<file path="src/rtl/bec_pkg.sv">
package bec_pkg;
  localparam int NUM_CLASSES = 5;
  localparam int CTRL_W      = 5;

  typedef enum logic [2:0] {
    CLS_MEMRD = 3'd0,
    CLS_MEMWR = 3'd1,
    CLS_IORD  = 3'd2,
    CLS_IOWR  = 3'd3,
    CLS_FETCH = 3'd4,
    CLS_NONE  = 3'd7
  } bus_class_e;

  // ctrl bits, active high: 0 mreq, 1 iorq, 2 rd, 3 wr, 4 m1
  function automatic bus_class_e classify(input logic [CTRL_W-1:0] c);
    logic mreq, iorq, rd, wr, m1;
    mreq = c[0]; iorq = c[1]; rd = c[2]; wr = c[3]; m1 = c[4];
    if ((mreq && iorq) || (rd && wr))      return CLS_NONE;
    else if (mreq && rd && m1)             return CLS_FETCH;
    else if (mreq && rd)                   return CLS_MEMRD;
    else if (mreq && wr)                   return CLS_MEMWR;
    else if (iorq && rd && !m1)            return CLS_IORD;
    else if (iorq && wr)                   return CLS_IOWR;
    else                                   return CLS_NONE;
  endfunction

  function automatic logic [3:0] nibble_of(input logic [31:0] v, input int k);
    return 4'((v >> (4 * k)) & 32'hF);
  endfunction
endpackage

</file>
<file path="src/rtl/bec_sampler.sv">
module bec_sampler #(
  parameter int ADDR_W = 16,
  parameter int DATA_W = 8,
  parameter int EN_W   = 5,
  parameter int CTRL_W = 5
) (
  input  logic              clk,
  input  logic              rst_n,
  input  logic [CTRL_W-1:0] ctrl_act_i,
  input  logic [ADDR_W-1:0] addr_i,
  input  logic [DATA_W-1:0] data_i,
  input  logic [EN_W-1:0]   en_i,
  output logic [CTRL_W-1:0] ctrl_s_o,
  output logic [ADDR_W-1:0] addr_s_o,
  output logic [DATA_W-1:0] data_s_o,
  output logic [EN_W-1:0]   en_s_o
);
  always_ff @(posedge clk or negedge rst_n) begin
    if (!rst_n) begin
      ctrl_s_o <= '0;
      addr_s_o <= '0;
      data_s_o <= '0;
      en_s_o   <= '0;
    end else begin
      ctrl_s_o <= ctrl_act_i;
      addr_s_o <= addr_i;
      data_s_o <= data_i;
      en_s_o   <= en_i;
    end
  end
endmodule

</file>
<file path="src/rtl/bec_qualifier.sv">
module bec_qualifier
  import bec_pkg::*;
#(
  parameter int EN_W   = 5,
  parameter int CTRL_W = 5
) (
  input  logic              clk,
  input  logic              rst_n,
  input  logic [CTRL_W-1:0] ctrl_s_i,
  input  logic [EN_W-1:0]   en_s_i,
  output logic              capture_o,
  output logic [2:0]        class_o,
  output logic              strobe_o,
  output logic              load_o
);
  bus_class_e cls;
  logic       qual;
  logic       qual_q;

  always_comb begin
    cls  = classify(ctrl_s_i);
    qual = (cls != CLS_NONE) && en_s_i[cls];
  end

  assign capture_o = qual && !qual_q;
  assign class_o   = cls;

  always_ff @(posedge clk or negedge rst_n) begin
    if (!rst_n) begin
      qual_q   <= 1'b0;
      strobe_o <= 1'b0;
      load_o   <= 1'b0;
    end else begin
      qual_q   <= qual;
      strobe_o <= capture_o;
      load_o   <= capture_o;
    end
  end

  AST_STROBE_SINGLE: assert property (@(posedge clk) disable iff (!rst_n)
    strobe_o |=> !strobe_o);

  AST_STROBE_NEEDS_ENABLE: assert property (@(posedge clk) disable iff (!rst_n)
    strobe_o |-> ($past(cls) != CLS_NONE) && $past(en_s_i[cls]));

  always @(posedge clk) if (rst_n) begin
    AST_LOAD_WITH_STROBE: assert (load_o == strobe_o);
  end
endmodule

</file>
<file path="src/rtl/bec_display_latch.sv">
module bec_display_latch
  import bec_pkg::*;
#(
  parameter int ADDR_W = 16,
  parameter int DATA_W = 8,
  parameter int CTRL_W = 5
) (
  input  logic              clk,
  input  logic              rst_n,
  input  logic              capture_i,
  input  logic [2:0]        class_i,
  input  logic [CTRL_W-1:0] ctrl_s_i,
  input  logic [ADDR_W-1:0] addr_s_i,
  input  logic [DATA_W-1:0] data_s_i,
  output logic [((ADDR_W/4)+(DATA_W/4)+2)*4-1:0] digits_o,
  output logic [((ADDR_W/4)+(DATA_W/4)+2)-1:0]   dp_o,
  output logic [CTRL_W-1:0] ctrl_o
);
  localparam int ADDR_DIGITS = ADDR_W / 4;
  localparam int DATA_DIGITS = DATA_W / 4;
  localparam int NUM_DIGITS  = ADDR_DIGITS + DATA_DIGITS + 2;
  localparam int CLASS_DIGIT = ADDR_DIGITS + DATA_DIGITS;
  localparam int FLAG_DIGIT  = CLASS_DIGIT + 1;

  logic [3:0] next_nib [NUM_DIGITS];

  genvar g;
  generate
    for (g = 0; g < ADDR_DIGITS; g++) begin : g_addr
      assign next_nib[g] = nibble_of(32'(addr_s_i), g);
    end
    for (g = 0; g < DATA_DIGITS; g++) begin : g_data
      assign next_nib[ADDR_DIGITS + g] = nibble_of(32'(data_s_i), g);
    end
  endgenerate

  assign next_nib[CLASS_DIGIT] = {1'b0, class_i};
  assign next_nib[FLAG_DIGIT]  = ctrl_s_i[3:0];

  generate
    for (g = 0; g < NUM_DIGITS; g++) begin : g_digit
      always_ff @(posedge clk or negedge rst_n) begin
        if (!rst_n)         digits_o[4*g +: 4] <= 4'h0;
        else if (capture_i) digits_o[4*g +: 4] <= next_nib[g];
      end
    end
  endgenerate

  always_ff @(posedge clk or negedge rst_n) begin
    if (!rst_n)         ctrl_o <= '0;
    else if (capture_i) ctrl_o <= ctrl_s_i;
  end

  generate
    for (g = 0; g < NUM_DIGITS; g++) begin : g_dp
      if (g < CTRL_W) begin : g_on
        assign dp_o[g] = ctrl_o[g];
      end else begin : g_off
        assign dp_o[g] = 1'b0;
      end
    end
  endgenerate

  AST_DIGITS_HOLD: assert property (@(posedge clk) disable iff (!rst_n)
    !$past(capture_i) |-> $stable(digits_o) && $stable(ctrl_o));

  AST_ADDR_LOW_NIBBLE: assert property (@(posedge clk) disable iff (!rst_n)
    $past(capture_i) |-> digits_o[3:0] == $past(addr_s_i[3:0]));
endmodule

</file>
<file path="src/rtl/bus_event_capture.sv">
module bus_event_capture
  import bec_pkg::*;
#(
  parameter int ADDR_W = 16,
  parameter int DATA_W = 8
) (
  input  logic                   clk,
  input  logic                   rst_n,
  input  logic                   mreq_n,
  input  logic                   iorq_n,
  input  logic                   rd_n,
  input  logic                   wr_n,
  input  logic                   m1_n,
  input  logic [ADDR_W-1:0]      addr_i,
  input  logic [DATA_W-1:0]      data_i,
  input  logic [NUM_CLASSES-1:0] class_en_i,
  output logic [((ADDR_W/4)+(DATA_W/4)+2)*4-1:0] digits_o,
  output logic [((ADDR_W/4)+(DATA_W/4)+2)-1:0]   dp_o,
  output logic [CTRL_W-1:0]      ctrl_o,
  output logic                   strobe_o,
  output logic                   load_o
);
  logic [CTRL_W-1:0]      ctrl_act;
  logic [CTRL_W-1:0]      ctrl_s;
  logic [ADDR_W-1:0]      addr_s;
  logic [DATA_W-1:0]      data_s;
  logic [NUM_CLASSES-1:0] en_s;
  logic                   capture;
  logic [2:0]             cls;

  assign ctrl_act = {~m1_n, ~wr_n, ~rd_n, ~iorq_n, ~mreq_n};

  bec_sampler #(.ADDR_W(ADDR_W), .DATA_W(DATA_W), .EN_W(NUM_CLASSES), .CTRL_W(CTRL_W)) u_sampler (
    .clk(clk), .rst_n(rst_n), .ctrl_act_i(ctrl_act), .addr_i(addr_i), .data_i(data_i),
    .en_i(class_en_i), .ctrl_s_o(ctrl_s), .addr_s_o(addr_s), .data_s_o(data_s), .en_s_o(en_s)
  );

  bec_qualifier #(.EN_W(NUM_CLASSES), .CTRL_W(CTRL_W)) u_qual (
    .clk(clk), .rst_n(rst_n), .ctrl_s_i(ctrl_s), .en_s_i(en_s),
    .capture_o(capture), .class_o(cls), .strobe_o(strobe_o), .load_o(load_o)
  );

  bec_display_latch #(.ADDR_W(ADDR_W), .DATA_W(DATA_W), .CTRL_W(CTRL_W)) u_latch (
    .clk(clk), .rst_n(rst_n), .capture_i(capture), .class_i(cls), .ctrl_s_i(ctrl_s),
    .addr_s_i(addr_s), .data_s_i(data_s), .digits_o(digits_o), .dp_o(dp_o), .ctrl_o(ctrl_o)
  );

  AST_QUIET_NO_ENABLE: assert property (@(posedge clk) disable iff (!rst_n)
    ($past(en_s) == '0) |-> !strobe_o && !load_o);

  AST_SNAPSHOT_ON_LOAD: assert property (@(posedge clk) disable iff (!rst_n)
    load_o |-> ctrl_o == $past(ctrl_s));
endmodule

</file>
<file path="config.mk">
export PLATFORM = sky130hd
export DESIGN_NAME = bus_event_capture
export DESIGN_NICKNAME = d
export VERILOG_FILES = /design/src/rtl/bec_pkg.sv /design/src/rtl/bec_sampler.sv /design/src/rtl/bec_qualifier.sv /design/src/rtl/bec_display_latch.sv /design/src/rtl/bus_event_capture.sv
export SDC_FILE = /design/constraint.sdc
export NUM_CORES = 1
export LEC_CHECK = 0
export CORE_MARGIN = 2
export CORE_UTILIZATION = 30
export DETAILED_ROUTE_END_ITERATION = 10
export GPL_TIMING_DRIVEN = 0
export HOLD_SLACK_MARGIN = 0.12
export SETUP_SLACK_MARGIN = 0.02
export SYNTH_ARGS = -nofsm -noshare
export SYNTH_HDL_FRONTEND = slang
export SYNTH_SLANG_ARGS = --single-unit
</file>
<file path="constraint.sdc">
create_clock -name clk -period 2.61 [get_ports clk]
set_input_delay 0.522 -clock clk [delete_from_list [all_inputs] [get_ports clk]]
set_output_delay 0.522 -clock clk [all_outputs]
set_load 0.02 [all_outputs]
</file>
==> metrics.yaml, run 1 <==
status:
  status: "completed"
worst_setup_path:
  critPathArrivalTime_ns: 2.31
  cpMaxStageDelayCell: "dfrtp_1"
  rrSetupSlack_ns: 0.52
  critPathMaxFanout: 10
  cp_top_family: "simple AND/OR/NAND/NOR gates"
  path_buf_inv: 2
  start_kind: "flop"
  cp-end-kind: "flop"
  cp_cell_sequence: "buf_2 -> nor3b_1 -> o22ai_2 -> mux2i_1 -> nor3_4 -> buf_6 -> mux2_4"
  critPathKind: "flop to flop"
  cp.required_ns: 2.83
  cpPeakStageDelay_ns: 0.32
timing:
  rsz0062_at_grt: "no"
  fin_skew_ns: 0.009760
  fmax_mhz: 478.8
  hold_slack_ns: 0.2770
  post-route-period-util_pct: 80.03
  post-route-min-period_ns: 2.089
  finalHoldViolCount: 0
  slew_headroom_pct: 45.25
  tightest_slew_ns: 0.8213
  drv_slew: 0
  setup_violations: 0
cts:
  path_clk_slew_ns: 0.07
  cts_tree: "done"
  cts_root_buffer: "clkbuf_8"
  hold_buffers: 0
  cts_setup_buffers: 0
  cts_buffer_depth: 2
  cts_sinks: 68
  htreeDepth: 3
  cts_resized: 0
  numCtsBuffers: 9
  insertion_delay_ns: 0.34
pwr:
  leakage_uw: 0.001668
  peakVddDrop_mv: 0.3714
  power_uw: 3510
  power_density_nw_per_um2: 947.7
cells_and_area:
  final_common_cell: "clkdlybuf4s50_1"
  nFillCells: 733
  stdcell_area_um2: 3704
  multi_input_area_um2: 656.9
  seqCellArea_um2: 1702
  layout_common_cells: "77 x clkdlybuf4s50_1, 68 x dfrtp_1, 26 x mux2_4"
  drive_above_1_share_pct: 25.70
  n_antenna_cell: 0
  area_growth_pct: 46.90
  nets: 281
global_routing:
  globalRouteOverflowTotal: 0
  grt_pass1_vias: 1531
  grt_pass1_wl_mm: 7.134
  grt_max_degree: 69
  grt_util_all_layers_pct: 10.55
  antenna_found_initial: 0
drt:
  vias: 1444
  wl_per_cell_um: 12.21
  drcViolationCount: 0
  drt-total-wl_mm: 4.324
  drt_pass1_iterations: 3
  via_per_inst: 4.079
  postRouteAntennaNets: 0
  drt_iter0_drc: 48
yosys:
  ys_seq_area_share_pct: 67.49
  synth_top_family_by_area: "multiplexers"
  yosys.cell_types.count: 26
  ys_seq_elements: 68
  ys_warn_count: 0
  synth.avg_cell_area_um2: 16.48
  syn_inst: 153
  syn_area_um2: 2521
  yosys.area_share.simple_pct: 4.814
  synth_top_area_share_pct: 67.49
  yosysTopAreaCell: "dfrtp_1"
  synth_ff_type: "dfrtp_1"
  async_flop_share_pct: 100.0
  synth-xor-area-share_pct: 0
  ys_top_cells_by_area: "dfrtp_1 67%, mux2_4 15%, buf_4 4.2%"
  synthMuxAreaShare_pct: 17.97
  synthAdderAreaFrac_pct: 0
  synth_compound_area_share_pct: 2.680
  synth-edff-count: 0
hold_path:
  min_path_type: "input port to async pin"
placement:
  finalWeightedCongestion: 0.6938
  dpl.hpwl_mm: 2.970
  postPlaceCellArea_um2: 3442
  port_buffers: 78
floorplanning:
  dieArea_um2: 9153
  ios: 83
  die_w_um: 95.67
  fp.coreArea_um2: 8175
  start_util_pct: 30.84
  placementRows: 33
  fp.dieH_um: 95.67
flow_run:
  drv_cap: 0
==> cell usage after synthesis (2+ instances only) <==
cell type and instances:
dfrtp_1 68, nor2b_1 5, nor3b_1 4, buf_4 14, inv_1 8, o21ai_0 2, mux2_4 26, o21ai_1 2
mux2i_1 4, buf_6 3, mux2_1 2
==> power breakdown <==
group	switching (µW)	internal [µW]
combinational	436	617
clock	387	729
sequential	109	1230
==> registers in the layout, summed over array words and instances (netlist names) <==
register and cells:
u_latch.digits_o 30, u_sampler.addr_s_o 16, u_sampler.data_s_o 8, u_sampler.ctrl_s_o 5, u_sampler.en_s_o 5, u_latch.ctrl_o 2
u_qual.qual_q 1, u_qual.strobe_o 1
==> cell type report <==
cell class | instances | area share (%)
plain buffers | 18 | 3.885
clock inverters | 6 | 3.716
clock buffers | 9 | 3.345
flip-flops and latches | 68 | 45.95
inverters | 8 | 0.8108
repair buffers | 78 | 21.01
multi-input cells | 62 | 17.74
well taps | 105 | 3.547
==> per-stage QoR <==
step	std cells	utilization [%]	TNS, ns	worst slack [ns]
2_1_floorplan	156	-	0	0.7663
6_report	354	45.30	0	0.5213
3_5_place_dp	339	42.10	0	0.5035
3_3_place_gp	339	42.13	-84.96	-1.253
4_1_cts	354	45.30	0	0.4772
5_1_grt	354	45.30	0	0.3359
==> path summary, 6_finish.rpt <==
check | end | startpoint | cells after the start
min in group clk | u_latch.digits_o[7] | u_sampler.addr_s_o[7] | 1
hold / removal | u_sampler.en_s_o[0] | rst_n | 1
setup reg to reg | u_latch.digits_o[4] | u_sampler.ctrl_s_o[2] | 7
hold reg to reg | u_latch.digits_o[7] | u_sampler.addr_s_o[7] | 1
setup / recovery | u_latch.digits_o[4] | u_sampler.ctrl_s_o[2] | 7
max in group asynchronous | u_latch.digits_o[3] | rst_n | 1
==> cells by family after synthesis <==
kind of cell / Yosys count
buffers and inverters: 26
AOI/OAI and AO/OA: 9
DFF: 68
and+or+nand+nor: 17
other: 1
muxes: 32
==> per-layer routing <==
metal	up-vias	wire [µm]	track usage, %
li1	668	-	-
met1	716	1821	12.17
met2	51	2121	16.78
met3	9	276	3.715
met4	0	106	6.429
met5	-	0	0
Power figures use the tool's default switching activity.
==> run 2: changes to the inputs <==
==> constraint.sdc (replaced) <==
create_clock -name clk -period 1.79 [get_ports clk]
set_input_delay 0.358 -clock clk [delete_from_list [all_inputs] [get_ports clk]]
set_output_delay 0.358 -clock clk [all_outputs]
set_load 0.02 [all_outputs]
==> run 2 against run 1 <==
Net effect: the run now ends with setup timing left; wire length up 8.3%; final cell count up 3.4%; sequential share of layout area down 1.9 points; setup slack worse by 0.68 ns; power up 40%; die area unchanged; critical endpoint is now u_latch.digits_o[11]; combinational power up 50%; clock power up 24%; via count up 1.9%; clock-buffer cell count up 1; non-clock buffer count up 11; critical path type unchanged.
==> metrics.yaml, run 2 (synthesized netlist as in run 1, its figures left out) <==
status:
  status: "finished with violations"  # was completed
  violations: "setup timing"
worst_setup_path:
  cp_cell_sequence: "nor3b_4 -> o22ai_4 -> buf_4 -> a211oi_4 -> nor3_4 -> buf_12 -> clkbuf_16 -> mux2_4"  # was buf_2 -> nor3b_1 -> o22ai_2 -> mux2i_1 -> nor3_4 -> buf_6 -> mux2_4
  reg2reg_depth: 8  # was 7
  cp_top_family: "flip-flops"  # was simple AND/OR/NAND/NOR gates
  crit_cells: 8  # was 7
  cpPeakStageDelay_ns: 0.47  # was 0.32 ns
  critPathMaxFanout: 8  # was 10
  cp.required_ns: 2.02  # was 2.83 ns
  cpMaxStageDelayCell: "dfrtp_2"  # was dfrtp_1
  critPathArrivalTime_ns: 2.18  # was 2.31 ns
  critPathKind: "flop to flop"  # unchanged
  cp-end-kind: "flop"  # unchanged
  path_buf_inv: 3  # was 2
  start_kind: "flop"  # unchanged
drt:
  drt-total-wl_mm: 4.681  # was 4.324 mm
  drt_pass1_iterations: 3  # unchanged
  vias: 1471  # was 1444
  drcViolationCount: 0  # unchanged
  wl_per_cell_um: 12.79  # was 12.21 µm
  drt_iter0_drc: 19  # was 48
  via_per_inst: 4.019  # was 4.079
  postRouteAntennaNets: 0  # unchanged
cells_and_area:
  area_growth_pct: 53.60  # was 46.90%
  seqCellArea_um2: 1705  # was 1702 µm²
  largest_register: "u_latch.digits_o"  # unchanged
  reg.largest.list: "u_latch.digits_o (30), u_sampler.addr_s_o (16), u_sampler.data_s_o (8)"  # unchanged
  largest_reg_flops: 30  # unchanged
  layout_common_cells: "65 x dfrtp_1, 64 x clkdlybuf4s50_1, 32 x buf_4"  # was 77 x clkdlybuf4s50_1, 68 x dfrtp_1, 26 x mux2_4
  n_antenna_cell: 0  # unchanged
  nets: 292  # was 281
  drive_above_1_share_pct: 36.78  # was 25.70%
  final_common_cell: "dfrtp_1"  # was clkdlybuf4s50_1
  stdcell_area_um2: 3872  # was 3704 µm²
  nFillCells: 755  # was 733
  multi_input_area_um2: 726.9  # was 656.9 µm²
floorplanning:
  start_util_pct: 30.84  # unchanged
  fp.coreArea_um2: 8175  # unchanged
  placementRows: 33  # unchanged
  fp.dieH_um: 95.67  # unchanged
  dieArea_um2: 9153  # unchanged
  ios: 83  # unchanged
  die_w_um: 95.67  # unchanged
cts:
  hold_buffers: 0  # unchanged
  cts_buffer_depth: 2  # unchanged
  cts_root_buffer: "clkbuf_8"  # unchanged
  numCtsBuffers: 9  # unchanged
  insertion_delay_ns: 0.34  # about the same
  cts_tree: "done"  # unchanged
  htreeDepth: 3  # unchanged
  path_clk_slew_ns: 0.08  # was 0.07 ns
  cts_sinks: 68  # unchanged
pwr:
  pwr-share-clk_pct: 28.3  # was 31.8%
  p_int_uw: 3531  # was 2578 µW
  p_seq_share_pct: 39.8  # was 38.2%
  p_switching_uw: 1392  # was 932.2 µW
  leakage_uw: 0.001772  # was 0.001668 µW
  peakVddDrop_mv: 0.4786  # was 0.3714 mV
  comb_power_share_pct: 31.9  # was 30.0%
  power_density_nw_per_um2: 1271  # was 947.7 nW/µm²
  p_sw_share_pct: 28.27  # was 26.56%
placement:
  finalWeightedCongestion: 0.7397  # was 0.6938
  dpl.hpwl_mm: 2.972  # was 2.970 mm
  port_buffers: 78  # unchanged
  postPlaceCellArea_um2: 3448  # was 3442 µm²
timing:
  slew_headroom_pct: 45.20  # was 45.25%
  setup_ws_ns: -0.1617  # was 0.5213 ns
  fmax_mhz: 512.4  # was 478.8 MHz
  post-route-min-period_ns: 1.952  # was 2.089 ns
  fin_skew_ns: 0.008955  # was 0.009760 ns
  post-route-period-util_pct: 109.0  # was 80.03%
  drv_slew: 0  # unchanged
  rsz0062_at_grt: "yes"  # was no
  setup_tns_ns: -4.009  # was 0 ns
  hold_slack_ns: 0.1112  # was 0.2770 ns
  tightest_slew_ns: 0.8221  # was 0.8213 ns
  finalHoldViolCount: 0  # unchanged
  setup_violations: 29  # was 0
flow_run:
  drv_cap: 0  # unchanged
hold_path:
  min_path_type: "input port to async pin"  # unchanged
global_routing:
  grt_util_all_layers_pct: 10.97  # was 10.55%
  grt_max_degree: 69  # unchanged
  grt_pass1_wl_mm: 7.383  # was 7.134 mm
  globalRouteOverflowTotal: 0  # unchanged
  grt_pass1_vias: 1505  # was 1531
  antenna_found_initial: 0  # unchanged
## run 2: metal layers
layer,GRT usage (%),share of wire [%]
met4,6.071,2.0
met2,16.61,48
met1,13.67,44
met3,3.794,5.6
met5,0,0
## run 2: timing repair
item | CTS | global route
cloned | 1 | 1
resized for setup | 22 | 15
endpoints found under the setup margin | 40 | 36
pin swaps | 3 | 3
buffers inserted | 3 | 6
## run 2: cell type report
cell class / count / share of cell area, %
clock inverters: 6 / 2.262
repair buffers: 89 / 22.78
well taps: 105 / 3.393
plain buffers: 18 / 4.426
clock buffers: 10 / 3.554
multi-input cells: 62 / 18.77
flip-flops and latches: 68 / 44.04
inverters: 8 / 0.7754
## run 2: power groups by stage
stage               logic (µW)  registers, µW  clock network [µW]
global route              1670           2000                1540
floorplan                  555           2240                   0
detailed placement        1560           1990                   0
finish                    1570           1960                1390
global placement          1540           1990                   0
CTS                       1570           1970                1450
## run 2: path summary, 6_finish.rpt
path | from | end | slack [ns]
max in group asynchronous | rst_n | u_sampler.ctrl_s_o[1] | 1.10
worst max register to register | u_sampler.ctrl_s_o[3] | u_latch.digits_o[11] | -0.16
worst min register to register | u_sampler.addr_s_o[7] | u_latch.digits_o[7] | 0.46
worst max-delay path | u_sampler.ctrl_s_o[3] | u_latch.digits_o[11] | -0.16
worst min-delay path | rst_n | u_sampler.ctrl_s_o[3] | 0.11
min in group clk | addr_i[4] | u_sampler.addr_s_o[4] | 0.45
## run 2: worst register-to-register path, stage by stage (launching register included)
cell and delay, ns:
dfrtp_2 0.47, nor3b_4 0.22, o22ai_4 0.11, buf_4 0.16, a211oi_4 0.22, nor3_4 0.07, buf_12 0.15, clkbuf_16 0.16
mux2_4 0.29
## run 2: metrics by stage
step / instances / util, % / power, µW / worst slack [ns]
CTS: 359 / 45.71 / 4985 / -0.1896
finish: 366 / 47.37 / 4922 / -0.1617
detailed placement: 339 / 42.18 / 3544 / -0.2549
floorplan: 156 / - / 2791 / -0.03949
global placement: 339 / 42.21 / 3527 / -1.917
global route: 366 / 47.37 / 5202 / -0.2249
